$ cat config.mk
export PLATFORM = sky130hd
export DESIGN_NAME = wdog_interval_timer
export DESIGN_NICKNAME = d
export VERILOG_FILES = /design/src/rtl/wdog_pkg.sv /design/src/rtl/wdog_prescaler.sv /design/src/rtl/wdog_interval_cnt.sv /design/src/rtl/wdog_match_cnt.sv /design/src/rtl/wdog_interval_timer.sv
export SDC_FILE = /design/constraint.sdc
export NUM_CORES = 1
export LEC_CHECK = 0
export CAP_MARGIN = 30
export CORE_MARGIN = 5
export CORE_UTILIZATION = 24
export DETAILED_ROUTE_END_ITERATION = 8
export DONT_BUFFER_PORTS = 1
export GPL_TIMING_DRIVEN = 0
export SYNTH_ARGS = -nofsm -noshare
export SYNTH_HDL_FRONTEND = slang
export SYNTH_HIERARCHICAL = 1
export SYNTH_SLANG_ARGS = --single-unit
$ cat constraint.sdc
create_clock -name clk_i -period 3.5 [get_ports clk_i]
set_clock_uncertainty 0.1 [all_clocks]
set_input_delay 0.35 -clock clk_i [delete_from_list [all_inputs] [get_ports clk_i]]
set_output_delay 0.35 -clock clk_i [all_outputs]
set_load 0.02 [all_outputs]
$ cat src/rtl/wdog_pkg.sv
package wdog_pkg;
  localparam int REG_W        = 8;
  localparam int DIV_SEL_W    = 3;
  localparam int MIN_DIV_LOG2 = 3;
  localparam int N_DIV        = 1 << DIV_SEL_W;
  localparam int PRESC_W      = MIN_DIV_LOG2 + N_DIV - 1;

  // clock-control bit positions
  localparam int CK_RC_BIT   = 5;
  localparam int CK_MODE_BIT = 4;
  localparam int CK_CLR_BIT  = 3;
  // watchdog register clear bit
  localparam int WD_CLR_BIT  = 7;

  typedef struct packed {
    logic                 rc_en;
    logic                 rst_mode;
    logic [DIV_SEL_W-1:0] div_sel;
  } ckctl_t;

  localparam ckctl_t CKCTL_RST = '{rc_en: 1'b0, rst_mode: 1'b1, div_sel: '1};
endpackage

$ cat src/rtl/wdog_prescaler.sv
module wdog_prescaler #(
  parameter int SEL_W    = 3,
  parameter int MIN_LOG2 = 3,
  localparam int NSEL    = 1 << SEL_W,
  localparam int CNT_W   = MIN_LOG2 + NSEL - 1
) (
  input  logic             clk_i,
  input  logic             rst_ni,
  input  logic             run_i,
  input  logic             clr_i,
  input  logic [SEL_W-1:0] sel_i,
  output logic             tick_o
);
  logic [CNT_W-1:0] cnt_q;
  logic [NSEL-1:0]  tap;

  always_ff @(posedge clk_i or negedge rst_ni) begin
    if (!rst_ni)     cnt_q <= '0;
    else if (clr_i)  cnt_q <= '0;
    else if (run_i)  cnt_q <= cnt_q + 1'b1;
  end

  // tap k fires when the low (k+MIN_LOG2) bits are all ones
  for (genvar k = 0; k < NSEL; k++) begin : g_tap
    assign tap[k] = &cnt_q[MIN_LOG2+k-1:0];
  end

  assign tick_o = run_i & tap[sel_i];
endmodule

$ cat src/rtl/wdog_interval_cnt.sv
module wdog_interval_cnt #(
  parameter int W = 8
) (
  input  logic         clk_i,
  input  logic         rst_ni,
  input  logic         tick_i,
  input  logic         clr_i,
  output logic [W-1:0] cnt_o,
  output logic         ovf_o
);
  logic [W-1:0] cnt_q;

  always_ff @(posedge clk_i or negedge rst_ni) begin
    if (!rst_ni)      cnt_q <= '0;
    else if (clr_i)   cnt_q <= '0;
    else if (tick_i)  cnt_q <= cnt_q + 1'b1;
  end

  assign ovf_o = tick_i & (&cnt_q);
  assign cnt_o = cnt_q;
endmodule

$ cat src/rtl/wdog_match_cnt.sv
module wdog_match_cnt #(
  parameter int W = 7
) (
  input  logic         clk_i,
  input  logic         rst_ni,
  input  logic         adv_i,
  input  logic         clr_i,
  input  logic [W-1:0] period_i,
  output logic [W-1:0] cnt_o,
  output logic         match_o
);
  logic [W-1:0] cnt_q;
  logic [W-1:0] nxt;

  assign nxt     = cnt_q + 1'b1;
  assign match_o = adv_i & ~clr_i & (nxt == period_i);

  always_ff @(posedge clk_i or negedge rst_ni) begin
    if (!rst_ni)       cnt_q <= '0;
    else if (clr_i)    cnt_q <= '0;
    else if (match_o)  cnt_q <= '0;
    else if (adv_i)    cnt_q <= nxt;
  end

  assign cnt_o = cnt_q;
endmodule

$ cat src/rtl/wdog_interval_timer.sv
module wdog_interval_timer
  import wdog_pkg::*;
#(
  parameter int ICNT_W = 8,
  parameter int WCNT_W = 7,
  parameter int ADDR_W = 8,
  parameter logic [ADDR_W-1:0] CKCTL_ADDR = 8'hEC,
  parameter logic [ADDR_W-1:0] WDOG_ADDR  = 8'hED
) (
  input  logic              clk_i,
  input  logic              rst_ni,
  input  logic              wr_en_i,
  input  logic [ADDR_W-1:0] wr_addr_i,
  input  logic [REG_W-1:0]  wr_data_i,
  input  logic              stop_i,
  input  logic              rc_tick_i,
  output logic              bit_irq_o,
  output logic              wdt_irq_o,
  output logic              rst_req_o
);
  ckctl_t            ck_q;
  logic [WCNT_W-1:0] period_q;
  logic              btcl_p, wclr_p;
  logic              presc_tick, int_tick, ovf, match;
  logic              rc_en, rst_mode;
  logic [ICNT_W-1:0] icnt;
  logic [WCNT_W-1:0] wcnt;
  logic              bit_irq_q, wdt_irq_q, rst_req_q;

  always_ff @(posedge clk_i or negedge rst_ni) begin
    if (!rst_ni) begin
      ck_q     <= CKCTL_RST;
      period_q <= '1;
      btcl_p   <= 1'b0;
      wclr_p   <= 1'b0;
    end else begin
      btcl_p <= 1'b0;
      wclr_p <= 1'b0;
      if (wr_en_i && wr_addr_i == CKCTL_ADDR) begin
        ck_q.rc_en    <= wr_data_i[CK_RC_BIT];
        ck_q.rst_mode <= wr_data_i[CK_MODE_BIT];
        ck_q.div_sel  <= wr_data_i[DIV_SEL_W-1:0];
        btcl_p        <= wr_data_i[CK_CLR_BIT];
      end
      if (wr_en_i && wr_addr_i == WDOG_ADDR) begin
        period_q <= wr_data_i[WCNT_W-1:0];
        wclr_p   <= wr_data_i[WD_CLR_BIT];
      end
    end
  end

  assign rc_en    = ck_q.rc_en;
  assign rst_mode = ck_q.rst_mode;

  wdog_prescaler #(.SEL_W(DIV_SEL_W), .MIN_LOG2(MIN_DIV_LOG2)) u_presc (
    .clk_i  (clk_i),
    .rst_ni (rst_ni),
    .run_i  (~stop_i),
    .clr_i  (btcl_p),
    .sel_i  (ck_q.div_sel),
    .tick_o (presc_tick)
  );

  // stop mode: system ticks vanish, RC ticks count only when armed
  assign int_tick = ~btcl_p & (stop_i ? (rc_en & rc_tick_i) : presc_tick);

  wdog_interval_cnt #(.W(ICNT_W)) u_icnt (
    .clk_i  (clk_i),
    .rst_ni (rst_ni),
    .tick_i (int_tick),
    .clr_i  (btcl_p),
    .cnt_o  (icnt),
    .ovf_o  (ovf)
  );

  wdog_match_cnt #(.W(WCNT_W)) u_wcnt (
    .clk_i    (clk_i),
    .rst_ni   (rst_ni),
    .adv_i    (ovf),
    .clr_i    (wclr_p),
    .period_i (period_q),
    .cnt_o    (wcnt),
    .match_o  (match)
  );

  always_ff @(posedge clk_i or negedge rst_ni) begin
    if (!rst_ni) begin
      bit_irq_q <= 1'b0;
      wdt_irq_q <= 1'b0;
      rst_req_q <= 1'b0;
    end else begin
      bit_irq_q <= ovf;
      wdt_irq_q <= match & ~rst_mode;
      rst_req_q <= match & rst_mode;
    end
  end

  assign bit_irq_o = bit_irq_q;
  assign wdt_irq_o = wdt_irq_q;
  assign rst_req_o = rst_req_q;
endmodule

==> results of run 1 <==
[report_power, final]
part / leakage [µW] / internal, µW / switching [µW]
combinational: 0.000500 / 89.3 / 87.9
clock: 0.0000504 / 212 / 174
sequential: 0.000527 / 549 / 77.4
[per-layer routing]
| layer | vias up | global-route usage (%) | routed length (µm) |
|---|---|---|---|
| li1 | 739 | - | - |
| met3 | 5 | 3.40 | 268 |
| met4 | 0 | 2.43 | 40 |
| met1 | 726 | 10.4 | 2090 |
| met2 | 28 | 11.2 | 1910 |
| met5 | - | 0 | 0 |
[state kept, by name, summed over array words and instances, names as in the netlist]
| name | cells |
|---|---|
| bit_irq_o | 1 |
| rst_req_o | 1 |
| u_wcnt/cnt_o | 7 |
| rst_mode | 1 |
| rc_en | 1 |
| btcl_p | 1 |
| u_presc/cnt_q | 10 |
| wdt_irq_o | 1 |
| period_q | 7 |
| u_icnt/cnt_o | 8 |
| wclr_p | 1 |
| ck_q | 3 |
[layout make-up]
cell class / count / area [µm²]
flip-flops and latches: 42 / 1060
inverters: 6 / 22.5
clock buffers: 5 / 68.8
fillers: 998 / 6670
multi-input cells: 149 / 1160
well taps: 129 / 161
clock inverters: 3 / 45.0
repair buffers: 2 / 30.0
plain buffers: 7 / 63.8
[worst register-to-register path, cell delays in order, from the launching register on]
cell and delay [ns]:
dfrtp_1 0.41, ha_1 0.21, nand3_1 0.16, inv_1 0.11, ha_1 0.15, mux2i_1 0.06, o22ai_1 0.15, o21ai_0 0.09
a21oi_1 0.11, nand2_1 0.06, a21oi_1 0.12, buf_4 0.18, nand3_1 0.14, nor3_2 0.41, nand2_1 0.10, mux2_2 0.28
o31ai_1 0.21
[logic make-up (layout without fill, tap and decap cells)]
logic type	Yosys count	count (layout)	share of synthesized area [%]
adders and majority gates	6	6	3.26
DFF	42	42	46.2
AOI/OAI and AO/OA	27	27	7.54
muxes	22	22	11.1
buffers and inverters	13	23	3.74
xor gates and xnor gates	19	19	8.36
and+or+nand+nor	75	75	19.8
[path summary, 6_finish.rpt]
kind	start	endpoint	slack (ns)
setup reg to reg	u_presc/cnt_q[0]$_DFFE_PN0P_	u_wcnt/cnt_o[2]$_DFFE_PN0P_	0.37
setup / recovery	u_presc/cnt_q[0]$_DFFE_PN0P_	u_wcnt/cnt_o[2]$_DFFE_PN0P_	0.37
hold reg to reg	rst_mode$_DFFE_PN1P_	wdt_irq_o$_DFF_PN0_	0.41
min in group asynchronous	rst_ni	u_presc/cnt_q[5]$_DFFE_PN0P_	0.41
hold / removal	wr_data_i[7]	wclr_p$_DFF_PN0_	0.06
max in group asynchronous	rst_ni	rst_mode$_DFFE_PN1P_	2.61
[per-stage QoR]
step	util (%)	std cells	hold slack, ns	setup WS [ns]	instance area (µm²)
2_1_floorplan	-	204	-0.0456	0.679	2310
3_3_place_gp	26.6	333	-0.0433	0.0984	2470
3_5_place_dp	26.6	333	-0.0430	0.116	2470
4_1_cts	28.1	343	0.0468	0.0740	2610
5_1_grt	28.2	343	0.0516	0.0146	2620
6_report	28.2	343	0.0603	0.367	2620
[cells in the mapped netlist, types with 3 or more instances]
cell	n
inv_1	6
nor2_1	21
o21ai_0	5
buf_6	4
nand2_1	15
xor2_1	10
mux2_4	5
o31ai_1	8
mux2_2	9
xnor2_1	7
ha_1	6
mux2i_1	8
dfrtp_1	31
nand3_1	6
dfstp_2	11
or3_1	3
nand4_1	5
nor3b_1	4
a21oi_1	8
[what timing repair did]
item,CTS,global route
resized for setup,0,1
hold buffers,2,0
endpoints found under the setup margin,0,9
endpoints found under the hold margin,42,0
==> qor.csv, run 1 <==
metric;value;unit
cts_tree;yes;
wl_per_cell;12.6;µm
hold_path_depth;2;
max_freq;0.319;GHz
gp_congestion;0.788;
grt_max_degree;43;
ys_warn_count;6;
fp.coreArea;0.00928;mm²
synth_top_area_share;33.6;%
numPortBuffers;0;
syn_to_final_growth;13.5;%
drt_pre_antenna_iters;4;
crit_path_end_kind;register;
drc_errors;0;
initial_core_util;24.8;%
cts_max_level;2;
layout_commonest_cell;dfrtp_1;
die_x;108;µm
holdCritPathClass;in -> reg;
power.total;1190;µW
die_h;108;µm
avgSynthCellArea;11.3;µm²
required;3.60;ns
layout.nets;240;
syn_inst;204;
maxCapViolations;0;
fin_crit;3.13;ns
vias_per_cell;4.37;
path_max_fanout;8;
leakage;0.00108;µW
drv_slew;0;
synth-seq-cells;42;
cts.path.max_buffers;2;
worstPathArrival;3.24;ns
final_antenna_net_count;0;
r2r_cells;16;
wl;4.31;mm
synth_ff_type;dfrtp_1;
clock_latency;0.30;ns
ir_drop;0.193;mV
dpl.hpwl;3.16;mm
yosysSeqAreaShare;46.2;%
overflow;0;
placementRows;35;
cts_setup_buffers;0;
clock-sinks;42;
finalHoldViolations;0;
synthDistinctLibCells;44;
cts_buffers;5;
outcome;completed;
synth_area_leaders;dfrtp_1 34%, dfstp_2 13%, mux2_2 4.4%, xor2_1 3.8%, mux2i_1 3.5%;
layout_common_cells;31 x dfrtp_1, 21 x nor2_1, 15 x nand2_1;
rsz0062_at_grt;no;
drt_iter0_markers;45;
netlist_area;0.00231;mm²
worstMarginPinSlew;0.487;ns
max_slew_margin;67.3;%
layout-drive-gt1-share;25.7;%
grt_util_all_layers;7.77;%
io_pins;24;
finalCritPeriodShare;89.5;%
critical_path.cell_chain;ha_1 -> nand3_1 -> inv_1 -> ha_1 -> mux2i_1 -> o22ai_1 -> o21ai_0 -> a21oi_1 -> nand2_1 -> a21oi_1 -> buf_4 -> nand3_1 -> nor3_2 -> nand2_1 -> mux2_2 -> o31ai_1;
diodes;0;
ys_async_sr_fraction;100;%
p_per_area;455;mW/mm²
max_stage_delay;0.41;ns
slowest_stage;dfrtp_1;
grt_pass1_wl;7.09;mm
startpoint_type;register;
clk_pin_slew;0.08;ns
fin_setup_tns;0;ns
setup_viol;0;
cp_num_cells;16;
yosys.area.top_type;dfrtp_1;
antenna_found_initial;0;
critical_path_class;reg -> reg;
synth_edf_count;0;
synth_fp_nets;231;
vias;1498;
dieArea;0.0117;mm²
critical-path-top-delay-family;simple AND/OR/NAND/NOR gates;
cts-root-buf;clkbuf_8;
grt_pass1_vias;1411;
critPathBufInv;2;
No activity file was read; power rests on OpenSTA's default activity.
==> run 2: changes to the inputs <==
clock period = 2.95 ns   (was 3.5 ns; I/O delays follow)
==> qor.csv, run 2 (synthesis gave the netlist of run 1 again) <==
metric;value;unit
overflow;0;
grt_pass1_vias;1458;
startpoint_type;register;
diodes;0;
crit_path_end_kind;register;
clock-sinks;42;
r2r_end;u_wcnt/cnt_o[2]$_DFFE_PN0P_;
hold_path_depth;1;
rr_startpoint;u_presc/cnt_q[1]$_DFFE_PN0P_;
regMostFlops;u_presc/cnt_q;
path_max_fanout;8;
critPathBufInv;3;
cts_buffers;5;
cts_max_level;2;
wl_per_cell;12.7;µm
crit_top_cell;nand2_1;
numPortBuffers;0;
fp.coreArea;0.00928;mm²
placementRows;35;
placedCellCount;333;
worstMarginPinSlew;0.478;ns
grt_util_all_layers;7.89;%
finalCritPeriodShare;92.1;%
fin_crit;2.72;ns
io_pins;24;
fin_cells;350;
p_per_area;545;mW/mm²
cts-root-buf;clkbuf_8;
max_stage_delay;0.40;ns
ir_drop;0.229;mV
layout-drive-gt1-share;30.3;%
die_x;108;µm
holdCritPathClass;in -> reg;
dpl.hpwl;3.16;mm
r2r_cells;17;
clock_latency;0.30;ns
hp-start;wr_data_i[3];
drv_slew;0;
rsz0062_at_grt;no;
critical_path_class;reg -> reg;
gp_congestion;0.788;
drt_iter0_markers;46;
dieArea;0.0117;mm²
final_antenna_net_count;0;
wl;4.43;mm
setup_viol;0;
leakage;0.00113;µW
outcome;completed;
layout_common_cells;31 x dfrtp_1, 20 x nor2_1, 15 x nand2_1;
syn_to_final_growth;17.9;%
fin_setup_tns;0;ns
fin_hold_ws;0.0315;ns
antenna_found_initial;0;
slowest_stage;dfrtp_1;
clk_pin_slew;0.09;ns
grt_pass1_wl;7.21;mm
grt_max_degree;43;
largest_reg_flops;10;
drc_errors;0;
vias_per_cell;4.40;
maxCapViolations;0;
die_h;108;µm
vias;1539;
initial_core_util;24.8;%
worstPathArrival;2.82;ns
layout.nets;247;
cts.path.max_buffers;2;
cts_tree;yes;
critical-path-top-delay-family;compound AO/OA/AOI/OAI gates;
required;3.05;ns
min_to;btcl_p$_DFF_PN0_;
layout_commonest_cell;dfrtp_1;
max_slew_margin;67.9;%
regToRegSetupSlack;0.23;ns
drt_pre_antenna_iters;4;
max_freq;0.368;GHz
finalHoldViolations;0;
critical_path.cell_chain;ha_4 -> nand3_4 -> inv_2 -> ha_1 -> mux2i_1 -> o22ai_1 -> o21ai_0 -> a21oi_1 -> nand2_1 -> a21oi_2 -> buf_4 -> nand3_2 -> nor3_4 -> buf_6 -> nand2_1 -> mux2_2 -> o31ai_1;
run 2: worst max path at each step:
stage                                             from                     endpoint  cells past startpoint
final                     u_presc/cnt_q[1]$_DFFE_PN0P_  u_wcnt/cnt_o[2]$_DFFE_PN0P_                     17
after global routing      u_presc/cnt_q[1]$_DFFE_PN0P_  u_wcnt/cnt_o[2]$_DFFE_PN0P_                     17
after CTS                 u_presc/cnt_q[0]$_DFFE_PN0P_  u_wcnt/cnt_o[2]$_DFFE_PN0P_                     17
after detailed placement  u_presc/cnt_q[0]$_DFFE_PN0P_  u_wcnt/cnt_o[2]$_DFFE_PN0P_                     16
after global placement    u_presc/cnt_q[0]$_DFFE_PN0P_  u_wcnt/cnt_o[2]$_DFFE_PN0P_                     16
after floorplan           u_presc/cnt_q[0]$_DFFE_PN0P_  u_wcnt/cnt_o[2]$_DFFE_PN0P_                     16
run 2: layout make-up:
cell class / instances / area [µm²]
plain buffers: 7 / 63.8
clock buffers: 5 / 68.8
clock inverters: 3 / 45.0
fillers: 997 / 6570
inverters: 6 / 22.5
multi-input cells: 149 / 1200
flip-flops and latches: 42 / 1060
well taps: 129 / 161
repair buffers: 9 / 88.8
run 2: what timing repair did:
item	CTS	global route
hold endpoints to repair	43	0
endpoints found under the setup margin	9	9
hold buffers	3	0
resized for setup	4	7
pin swaps	1	4
setup buffers	3	3
run 2: per-stage QoR:
step                cell area, µm²  utilization, %  setup WS (ns)  total power [µW]
floorplan                     2310               -          0.129               905
global placement              2470            26.6         -0.452               940
detailed placement            2470            26.6         -0.434               955
CTS                           2670            28.7         0.0131              1460
global route                  2720            29.3        0.00828              1570
finish                        2720            29.3          0.234              1480
run 2: layer usage:
metal  up-vias  wire length (µm)  part of all wire (%)  GRT usage [%]
met5         -                 0                     0              0
met4         0                40                  0.90           2.43
met3         5               281                   6.3           3.40
met2        36              2000                    45           11.5
met1       750              2110                    48           10.6
li1        748                 -                     -              -
run 2: where the power goes:
group	switching, µW	total [µW]	internal, µW
logic	126	271	145
registers	98.7	750	652
clock network	207	459	252
total	432	1480	1050
